## config.mk

```make
export PLATFORM = sky130hd
export DESIGN_NAME = lcdscan_ctrl
export DESIGN_NICKNAME = d
export VERILOG_FILES = /design/src/rtl/lcdscan_pkg.sv /design/src/rtl/lcdscan_row_seq.sv /design/src/rtl/lcdscan_col_fetch.sv /design/src/rtl/lcdscan_out_stage.sv /design/src/rtl/lcdscan_ctrl.sv
export SDC_FILE = /design/constraint.sdc
export NUM_CORES = 1
export LEC_CHECK = 0
export BUFFER_PORTS_ARGS = -buffer_cell sky130_fd_sc_hd__buf_2
export CAP_MARGIN = 30
export CORE_MARGIN = 5
export CORE_UTILIZATION = 56
export CTS_CLUSTER_DIAMETER = 50
export DETAILED_ROUTE_END_ITERATION = 10
export PLACE_DENSITY = 0.79
export RECOVER_POWER = 100
export SYNTH_ARGS = -nofsm -noshare
export SYNTH_HDL_FRONTEND = slang
export SYNTH_SLANG_ARGS = --single-unit
export TNS_END_PERCENT = 30
```

## constraint.sdc

```tcl
create_clock -name clk -period 2.11 [get_ports clk]
set_input_delay 0.1055 -clock clk [delete_from_list [all_inputs] [get_ports clk]]
set_output_delay 0.1055 -clock clk [all_outputs]
set_load 0.03 [all_outputs]
```

## src/rtl/lcdscan_pkg.sv

```systemverilog
package lcdscan_pkg;

    typedef enum logic [1:0] {
        ST_WAIT  = 2'd0,
        ST_FETCH = 2'd1,
        ST_LAST  = 2'd2,
        ST_EMIT  = 2'd3
    } scan_state_e;

    typedef enum logic [1:0] {
        DISP_BLANK   = 2'b00,
        DISP_NORMAL  = 2'b01,
        DISP_ALL_ON  = 2'b10,
        DISP_INVERSE = 2'b11
    } disp_mode_e;

endpackage

```

## src/rtl/lcdscan_row_seq.sv

```systemverilog
module lcdscan_row_seq
    import lcdscan_pkg::*;
#(
    parameter int ROWS_PER_BANK = 8,
    parameter int NUM_BANKS     = 4,
    localparam int BANK_W = $clog2(NUM_BANKS),
    localparam int BIT_W  = $clog2(ROWS_PER_BANK),
    localparam int ROW_W  = BANK_W + BIT_W
) (
    input  logic              clk,
    input  logic              rst_n,
    input  logic              row_start,
    input  logic              row_done,
    input  logic [BANK_W-1:0] mux_in,
    input  logic [1:0]        status_in,
    input  logic [BANK_W-1:0] bank_in,
    output logic [ROW_W-1:0]  row_cnt,
    output disp_mode_e        act_status,
    output logic [BANK_W-1:0] bank_sel,
    output logic [BIT_W-1:0]  bit_sel
);

    logic [BANK_W-1:0] act_mux_q;
    logic [BANK_W-1:0] act_bank_q;
    disp_mode_e        act_status_q;
    logic [ROW_W-1:0]  row_q;
    logic [ROW_W-1:0]  rows_m1;
    logic              frame_load;

    // Settings are only taken in when a frame begins
    assign frame_load = row_start && (row_q == '0);
    assign rows_m1    = ROW_W'((32'(act_mux_q) + 32'd1) * ROWS_PER_BANK - 1);

    always_ff @(posedge clk) begin
        if (!rst_n) begin
            act_mux_q    <= '0;
            act_bank_q   <= '0;
            act_status_q <= DISP_BLANK;
        end else if (frame_load) begin
            act_mux_q    <= mux_in;
            act_bank_q   <= bank_in;
            act_status_q <= disp_mode_e'(status_in);
        end
    end

    always_ff @(posedge clk) begin
        if (!rst_n) begin
            row_q <= '0;
        end else if (row_done) begin
            if (row_q == rows_m1) begin
                row_q <= '0;
            end else begin
                row_q <= row_q + ROW_W'(1);
            end
        end
    end

    // Bank for row r: start bank plus r / rows-per-bank, wrapping with the bank width
    assign bank_sel   = act_bank_q + row_q[ROW_W-1:BIT_W];
    assign bit_sel    = row_q[BIT_W-1:0];
    assign row_cnt    = row_q;
    assign act_status = act_status_q;

    AST_ROW_BOUND: assert property (@(posedge clk) disable iff (!rst_n)
        row_q <= rows_m1);
    AST_ROW_WRAP: assert property (@(posedge clk) disable iff (!rst_n)
        (row_done && row_q == rows_m1) |=> (row_q == '0));
    AST_CFG_HOLD: assert property (@(posedge clk) disable iff (!rst_n)
        !frame_load |=> ($stable(act_bank_q) && $stable(act_mux_q) && $stable(act_status_q)));

endmodule

```

## src/rtl/lcdscan_col_fetch.sv

```systemverilog
module lcdscan_col_fetch
    import lcdscan_pkg::*;
#(
    parameter int COL_FIRST     = 8,
    parameter int COL_LAST      = 39,
    parameter int ROWS_PER_BANK = 8,
    parameter int NUM_BANKS     = 4,
    localparam int BANK_W = $clog2(NUM_BANKS),
    localparam int BIT_W  = $clog2(ROWS_PER_BANK),
    localparam int COL_W  = $clog2(COL_LAST + 1),
    localparam int ADDR_W = BANK_W + COL_W,
    localparam int DATA_W = COL_LAST - COL_FIRST + 1,
    localparam int OFF_W  = $clog2(DATA_W)
) (
    input  logic                     clk,
    input  logic                     rst_n,
    input  logic                     scan_en,
    input  logic [BANK_W-1:0]        bank_sel,
    input  logic [BIT_W-1:0]         bit_sel,
    output logic                     ram_rd_en,
    output logic [ADDR_W-1:0]        ram_addr,
    input  logic [ROWS_PER_BANK-1:0] ram_rdata,
    output logic                     row_start,
    output logic                     row_done,
    output logic [DATA_W-1:0]        asm_data
);

    localparam logic [OFF_W-1:0] LAST_OFF = OFF_W'(DATA_W - 1);

    scan_state_e       state_q, state_d;
    logic [OFF_W-1:0]  off_q;
    logic              pend_q;
    logic [DATA_W-1:0] asm_q;
    logic [COL_W-1:0]  col;

    // State register
    always_ff @(posedge clk) begin
        if (!rst_n) begin
            state_q <= ST_WAIT;
        end else begin
            state_q <= state_d;
        end
    end

    // Next-state logic
    always_comb begin
        state_d = state_q;
        unique case (state_q)
            ST_WAIT:  if (scan_en) state_d = ST_FETCH;
            ST_FETCH: if (off_q == LAST_OFF) state_d = ST_LAST;
            ST_LAST:  state_d = ST_EMIT;
            ST_EMIT:  state_d = ST_WAIT;
        endcase
    end

    assign col = COL_W'(COL_FIRST) + COL_W'(off_q);

    // Outputs decoded from the state
    always_comb begin
        ram_rd_en = 1'b0;
        row_start = 1'b0;
        row_done  = 1'b0;
        unique case (state_q)
            ST_WAIT:  row_start = scan_en;
            ST_FETCH: ram_rd_en = 1'b1;
            ST_LAST:  ;
            ST_EMIT:  row_done  = 1'b1;
        endcase
    end

    assign ram_addr = {bank_sel, col};

    // Column offset inside the displayable window
    always_ff @(posedge clk) begin
        if (!rst_n) begin
            off_q <= '0;
        end else if (row_start) begin
            off_q <= '0;
        end else if (state_q == ST_FETCH && off_q != LAST_OFF) begin
            off_q <= off_q + OFF_W'(1);
        end
    end

    // One-cycle read latency: capture the row's bit a cycle after each read
    always_ff @(posedge clk) begin
        if (!rst_n) begin
            pend_q <= 1'b0;
            asm_q  <= '0;
        end else begin
            pend_q <= ram_rd_en;
            if (pend_q) begin
                asm_q <= {ram_rdata[bit_sel], asm_q[DATA_W-1:1]};
            end
        end
    end

    assign asm_data = asm_q;

    AST_COL_WINDOW: assert property (@(posedge clk) disable iff (!rst_n)
        ram_rd_en |-> (col >= COL_W'(COL_FIRST) && col <= COL_W'(COL_LAST)));
    AST_COL_ASCEND: assert property (@(posedge clk) disable iff (!rst_n)
        (ram_rd_en && $past(ram_rd_en)) |-> (col == $past(col) + COL_W'(1)));
    AST_FIRST_COL: assert property (@(posedge clk) disable iff (!rst_n)
        row_start |=> (ram_rd_en && col == COL_W'(COL_FIRST)));
    AST_BUSY_IGNORE: assert property (@(posedge clk) disable iff (!rst_n)
        (state_q == ST_FETCH && off_q != LAST_OFF) |=> (state_q == ST_FETCH && off_q == $past(off_q) + OFF_W'(1)));

endmodule

```

## src/rtl/lcdscan_out_stage.sv

```systemverilog
module lcdscan_out_stage
    import lcdscan_pkg::*;
#(
    parameter int DATA_W = 32,
    parameter int ROW_W  = 5
) (
    input  logic              clk,
    input  logic              rst_n,
    input  logic              row_done,
    input  logic [DATA_W-1:0] asm_data,
    input  disp_mode_e        act_status,
    input  logic [ROW_W-1:0]  row_cnt,
    output logic [DATA_W-1:0] col_data,
    output logic [ROW_W-1:0]  row_idx,
    output logic              frame_start,
    output logic              row_valid
);

    logic [DATA_W-1:0] shaped;

    always_comb begin
        unique case (act_status)
            DISP_BLANK:   shaped = '0;
            DISP_NORMAL:  shaped = asm_data;
            DISP_ALL_ON:  shaped = '1;
            DISP_INVERSE: shaped = ~asm_data;
        endcase
    end

    always_ff @(posedge clk) begin
        if (!rst_n) begin
            col_data    <= '0;
            row_idx     <= '0;
            frame_start <= 1'b0;
            row_valid   <= 1'b0;
        end else begin
            row_valid <= row_done;
            if (row_done) begin
                col_data    <= shaped;
                row_idx     <= row_cnt;
                frame_start <= (row_cnt == '0);
            end
        end
    end

    AST_FRAME_ROW0: assert property (@(posedge clk) disable iff (!rst_n)
        frame_start |-> (row_idx == '0));
    AST_VALID_PULSE: assert property (@(posedge clk) disable iff (!rst_n)
        row_valid |=> !row_valid);
    AST_HOLD: assert property (@(posedge clk) disable iff (!rst_n)
        !row_done |=> ($stable(col_data) && $stable(row_idx) && $stable(frame_start)));
    AST_BLANK: assert property (@(posedge clk) disable iff (!rst_n)
        (row_valid && act_status == DISP_BLANK) |-> (col_data == '0));
    AST_ALL_ON: assert property (@(posedge clk) disable iff (!rst_n)
        (row_valid && act_status == DISP_ALL_ON) |-> (col_data == '1));

endmodule

```

## src/rtl/lcdscan_ctrl.sv

```systemverilog
module lcdscan_ctrl
    import lcdscan_pkg::*;
#(
    parameter int COL_FIRST     = 8,
    parameter int COL_LAST      = 39,
    parameter int ROWS_PER_BANK = 8,
    parameter int NUM_BANKS     = 4,
    localparam int BANK_W = $clog2(NUM_BANKS),
    localparam int BIT_W  = $clog2(ROWS_PER_BANK),
    localparam int ROW_W  = BANK_W + BIT_W,
    localparam int COL_W  = $clog2(COL_LAST + 1),
    localparam int ADDR_W = BANK_W + COL_W,
    localparam int DATA_W = COL_LAST - COL_FIRST + 1
) (
    input  logic                     clk,
    input  logic                     rst_n,
    input  logic                     scan_en,
    input  logic [BANK_W-1:0]        mux_sel,
    input  logic [1:0]               disp_sel,
    input  logic [BANK_W-1:0]        start_bank,
    output logic                     ram_rd_en,
    output logic [ADDR_W-1:0]        ram_addr,
    input  logic [ROWS_PER_BANK-1:0] ram_rdata,
    output logic [DATA_W-1:0]        col_data,
    output logic [ROW_W-1:0]         row_idx,
    output logic                     frame_start,
    output logic                     row_valid
);

    logic              row_start;
    logic              row_done;
    logic [ROW_W-1:0]  row_cnt;
    disp_mode_e        act_status;
    logic [BANK_W-1:0] bank_sel;
    logic [BIT_W-1:0]  bit_sel;
    logic [DATA_W-1:0] asm_data;

    lcdscan_row_seq #(
        .ROWS_PER_BANK (ROWS_PER_BANK),
        .NUM_BANKS     (NUM_BANKS)
    ) u_row_seq (
        .clk        (clk),
        .rst_n      (rst_n),
        .row_start  (row_start),
        .row_done   (row_done),
        .mux_in     (mux_sel),
        .status_in  (disp_sel),
        .bank_in    (start_bank),
        .row_cnt    (row_cnt),
        .act_status (act_status),
        .bank_sel   (bank_sel),
        .bit_sel    (bit_sel)
    );

    lcdscan_col_fetch #(
        .COL_FIRST     (COL_FIRST),
        .COL_LAST      (COL_LAST),
        .ROWS_PER_BANK (ROWS_PER_BANK),
        .NUM_BANKS     (NUM_BANKS)
    ) u_col_fetch (
        .clk       (clk),
        .rst_n     (rst_n),
        .scan_en   (scan_en),
        .bank_sel  (bank_sel),
        .bit_sel   (bit_sel),
        .ram_rd_en (ram_rd_en),
        .ram_addr  (ram_addr),
        .ram_rdata (ram_rdata),
        .row_start (row_start),
        .row_done  (row_done),
        .asm_data  (asm_data)
    );

    lcdscan_out_stage #(
        .DATA_W (DATA_W),
        .ROW_W  (ROW_W)
    ) u_out_stage (
        .clk         (clk),
        .rst_n       (rst_n),
        .row_done    (row_done),
        .asm_data    (asm_data),
        .act_status  (act_status),
        .row_cnt     (row_cnt),
        .col_data    (col_data),
        .row_idx     (row_idx),
        .frame_start (frame_start),
        .row_valid   (row_valid)
    );

endmodule

```

======== Word level (Yosys, flattened, before mapping) ========
Index checks and enable logic that the tools add are counted.
word-level totals
  register bits after elaboration ......... 90
  word-level logic and storage cells ...... 49
cells by class
  $add $sub $neg .......................... 6
  order comparisons ....................... 1
  equal/unequal tests ..................... 11
  mux-type cells .......................... 10
  bitwise gates (word level) .............. 2
  reduce and logical (&&, ||, !) cells .... 7
operators by type and width
  cell                 number
  $pmux 32 s4          1
  $not 32->32          1
  $add 5x1->5 const B  2
  $eq 2x2->1 const B   4
  $pmux 2 s4           1
  $add 4x5->6 const A  1
  $eq 5x5->1           1
  $eq 5x5->1 const B   1
  $logic_not 5->1      1
  $mux 5               1
  $ne 5x5->1 const B   1
  $sub 5x1->5 const B  1
  $eq 2x1->1 const B   2
  $logic_not 2->1      2
  $lt 3x4->1 const B   1
  $mux 1               4
  $mux 2               2
  $bmux 1 s3           1
  $add 2x1->2 const B  1
  $add 2x2->2          1
  $logic_and 1x1->1    2
  $ne 2x1->1 const B   1
  $ne 2x2->1 const B   1
  $reduce_and 2->1     1
  2 further kinds      2

======== Depth between registers and ports, before layout ========
  depth after elaboration ................. 4
  mapped depth ............................ 6

======== Hierarchy ========
From an unflattened synthesis, not the netlist that was laid out.
unflattened totals
  cells, all modules ...................... 435
  area total of the unflattened synthesis .. 4319.1 µm²
modules (own cells, without submodules)
  module             instances  cells an instance  area each (µm²)  seq. area each (µm²)
  lcdscan_out_stage  1          209                2085.8           780.7
  lcdscan_col_fetch  1          163                1659.1           800.8
  lcdscan_row_seq    1          63                 574.3            220.2

======== Worst setup path after synthesis ========
OpenSTA, ideal clock, no wires.
  path kind ............................... reg-to-reg
  start point ............................. reg u_col_fetch.off_q[0]
  end point ............................... reg u_col_fetch.off_q[3]
  setup time .............................. 0.070 ns
  arrival time ............................ 1.551 ns
  required time ........................... 2.040 ns
  setup slack ............................. 0.489 ns
  cell stages (with the launch flop) ...... 7
  path buffers ............................ 0
  cells stage by stage .................... dfxtp_1 ha_1 and3_1 ha_1 nand2b_1 or3_1 a21oi_1
between the ends
  cells in the longest elaborated chain, start to end .. 2
  elaborated cells between the ends (all ways) .. 3
  those cells by class .................... add/sub (1); eq/ne (1); reduce/logical (1)
ends and longest elaborated chain
  element                                              line                     RTL
  start, declared                                      lcdscan_col_fetch.sv:31  logic [OFF_W-1:0] off_q;
  start signal, assigned                               lcdscan_col_fetch.sv:80  off_q <= off_q + OFF_W'(1);
  branches (longest 2 deep; another with $add 5x1->5)  --
Several ways; the timed one is not identified.
A chain may end at the register's enable or synchronous reset.

======== Worst setup path after layout ========
  start point ............................. reg u_row_seq.row_q[3] (netlist: u_row_seq.row_cnt[3])
  end point ............................... out ram_addr[7]
between the ends
  cells in the longest elaborated chain, start to end .. 1
ends and longest elaborated chain
  element                 line                   RTL
  start, declared         lcdscan_row_seq.sv:26  logic [ROW_W-1:0] row_q;
  start signal, assigned  lcdscan_row_seq.sv:53  row_q <= row_q + ROW_W'(1);
  $add 2x2->2             lcdscan_row_seq.sv:59  assign bank_sel = act_bank_q + row_q[ROW_W-1:BIT_W];
  end, declared           lcdscan_ctrl.sv:22     output logic [ADDR_W-1:0] ram_addr,
Every way passes these cells.

==> run metrics <==
clock root buffer clkbuf_8; outcome finished, final reports clean; final number of setup-violating endpoints 0; die width 94.33 microns; CP Max Fanout 7; drt pass-1 iters 4; die height 94.33 microns; crit path launch type register; LEAKAGE 1.543 nW; commonest non-fill, non-tap cell in the layout dfxtp_1; vias in the first global route 2839; crit-path most repeated cell xnor2_1; CTS buffer count 9; initial antenna violation count 0; worst path cell trace ha_1 > xnor2_1 > xnor2_1 > clkbuf_1; power density cells 1030 nW/um^2; Multi-input gate area 1916 sq um; CP Class register to primary output; Netlist Area Pre-Place 3983 sq um; Final TNS setup 0 ps; Pwr Total 4.571 mW; post-route design area 4437 sq um; maximum vdd drop 0.4553 mV; RePlAce Congestion 0.7557; Worst Path Buf+Inv 1; hpwl dp 4863 microns; Filler cells 606; first-pass GRT wire length 12620 microns; Mapped Cells 424; Least-Margin Pin Slew 1008 ps; htree depth 3; RSZ-0062 raised after global routing false; total of max-cap violations 0; largest net degree at the start of global routing 53; Crit path max-delay family flip-flops; antenna cell count 0; WL final 7394 microns; DR vias 2938; Worst setup EP type primary output; worst hold path class input pin to register; skew final 9.458 ps; Required @ worst endpoint 2000 ps; utilization after layout 64.59%; CTS resizes 0; drt drc 0; fmax 0.5625 GHz; crit path max-delay cell type dfxtp_1; vias per cell 5.110; most frequent cells in the layout 88 x dfxtp_1, 73 x nor2_1, 50 x clkbuf_1; Worst-path clk slew 80 ps; sequential-to-total area share from yosys stat 45.24%; EDFF count, synth 0; data arrival time of the critical path 1670 ps; I/O pin count 65; Top FF cell, synth dfxtp_1; fraction of registers with async set/reset 0%; Detail Route Antenna Nets 0; synth warn 0; Final Net Count 502; placed instance count 556; worst skew pair latency 350 ps; 1st-iter DRT viols 77; slew margin rel. 32.79%; Area Growth Syn to Fin 11.40%; Num Clock Sinks 90; Yosys cell types 36; Final Hold Viols 0; crit path time final 1778 ps; wire per inst 12.86 microns; fraction of layout cells with a size suffix above 1 9.186%; Slew Viols, Final 0; post-synthesis sequential element count 90; Max stage delay on crit path 510 ps; Initial Util 57.98%; CTS tree built; Post-Syn Nets 452; count of input and output buffers 64; Final Non-Filler Cells 575; core area 6869 sq um; register area 1804 sq um; row cnt 30; GR Overflow Total 0; Placed Instance Area 4277 sq um; Final period util 84.26%; clock buffer depth 2; DIE AREA 8898 sq um; gr usage total 17.62%; Avg Synthesized Cell Area 9.393 sq um
worst reg2reg max path: stages, from the launching register on:
cell	delay, ps
dfxtp_1	390
ha_2	430
clkbuf_1	490
nor2_1	100
a211oi_1	260
sequential cells by signal (all words and copies together), names as in the netlist:
signal,cells
u_row_seq.act_mux_q,2
u_col_fetch.state_q,2
u_row_seq.act_status,2
u_col_fetch.off_q,5
u_row_seq.row_cnt,5
u_out_stage.row_valid,1
u_out_stage.frame_start,1
u_col_fetch.asm_data,32
u_out_stage.row_idx,5
u_out_stage.col_data,32
u_col_fetch.pend_q,1
u_row_seq.act_bank_q,2
worst paths after layout:
| check | start | to | slack, ps | cells past startpoint |
|---|---|---|---|---|
| setup / recovery | u_row_seq.row_cnt[3] | ram_addr[7] | 330 | 4 |
| setup reg to reg | u_col_fetch.state_q[1] | u_out_stage.col_data[29] | 340 | 4 |
| hold reg to reg | u_out_stage.col_data[24] | u_out_stage.col_data[24] | 490 | 2 |
| hold / removal | disp_sel[0] | u_row_seq.act_status[0] | 20 | 3 |
logic make-up (layout without fill, tap and decap cells):
kind of cell | after synthesis | after routing | share of synthesized area [%]
AND/OR/NAND/NOR | 138 | 138 | 14.86
AO/OA/AOI/OAI | 58 | 58 | 9.802
adder cells (fa/ha/maj) | 11 | 11 | 3.456
buffers and inverters | 43 | 98 | 6.503
multiplexers | 43 | 43 | 11.12
XOR/XNOR | 41 | 41 | 9.017
flip-flops | 90 | 90 | 45.24
stage by stage:
stage          setup WS [ps]  hold WS (ps)
2_1_floorplan          488.8         232.8
3_3_place_gp           447.9         365.2
3_5_place_dp           401.7         375.5
4_1_cts                369.2         12.38
5_1_grt                182.5         15.03
6_report               332.1         23.30
power by group:
part | switching [mW] | internal (mW) | leakage (nW)
combinational | 0.883 | 0.476 | 0.716
clock | 0.580 | 0.611 | 0.0986
sequential | 0.147 | 1.88 | 0.728
total | 1.61 | 2.96 | 1.54
routing by layer:
| metal | GRT usage [%] | up-vias | part of all wire, % |
|---|---|---|---|
| li1 | - | 1516 | - |
| met1 | 21.52 | 1356 | 47 |
| met2 | 30.02 | 59 | 48 |
| met3 | 4.303 | 7 | 4.4 |
| met4 | 6.619 | 0 | 1.2 |
| met5 | 0 | - | 0 |
timing repair:
| action | in CTS | in global routing |
|---|---|---|
| hold buffers | 3 | 0 |
| hold endpoints to repair | 3 | 0 |
| buffers inserted | 0 | 0 |
cell usage after synthesis, types with 2 or more instances:
cell      instances  area, sq um
buf_1             3        11.26
xor2_1           35        306.5
dfxtp_1          90         1802
nand3_1           9        45.04
buf_2            12        60.06
buf_6             5        56.30
clkbuf_8          3        41.29
clkbuf_1          8        30.03
nor2_1           73        274.0
a21oi_1          12        60.06
o21ai_0           3        15.01
and2_1            3        18.77
buf_4             4        30.03
nand2b_1          2        12.51
xnor2_1           6        52.55
nor2b_1           2        12.51
nand2_1          41        153.9
ha_1             11        137.6
a211oi_1         32        240.2
o21ai_1           6        30.03
mux2i_1          42        420.4
inv_1             7        26.28
o211a_1           2        20.02
layout make-up:
cell class,instances,share of cell area (%)
Timing Repair Buffer,74,8.150
Multi-Input combinational cell,291,43.18
Clock buffer,12,3.497
Sequential cell,90,40.67
Inverter,8,0.6768
Clock inverter,4,1.128
Tap cell,96,2.707
(Power assumes the default switching activity.)
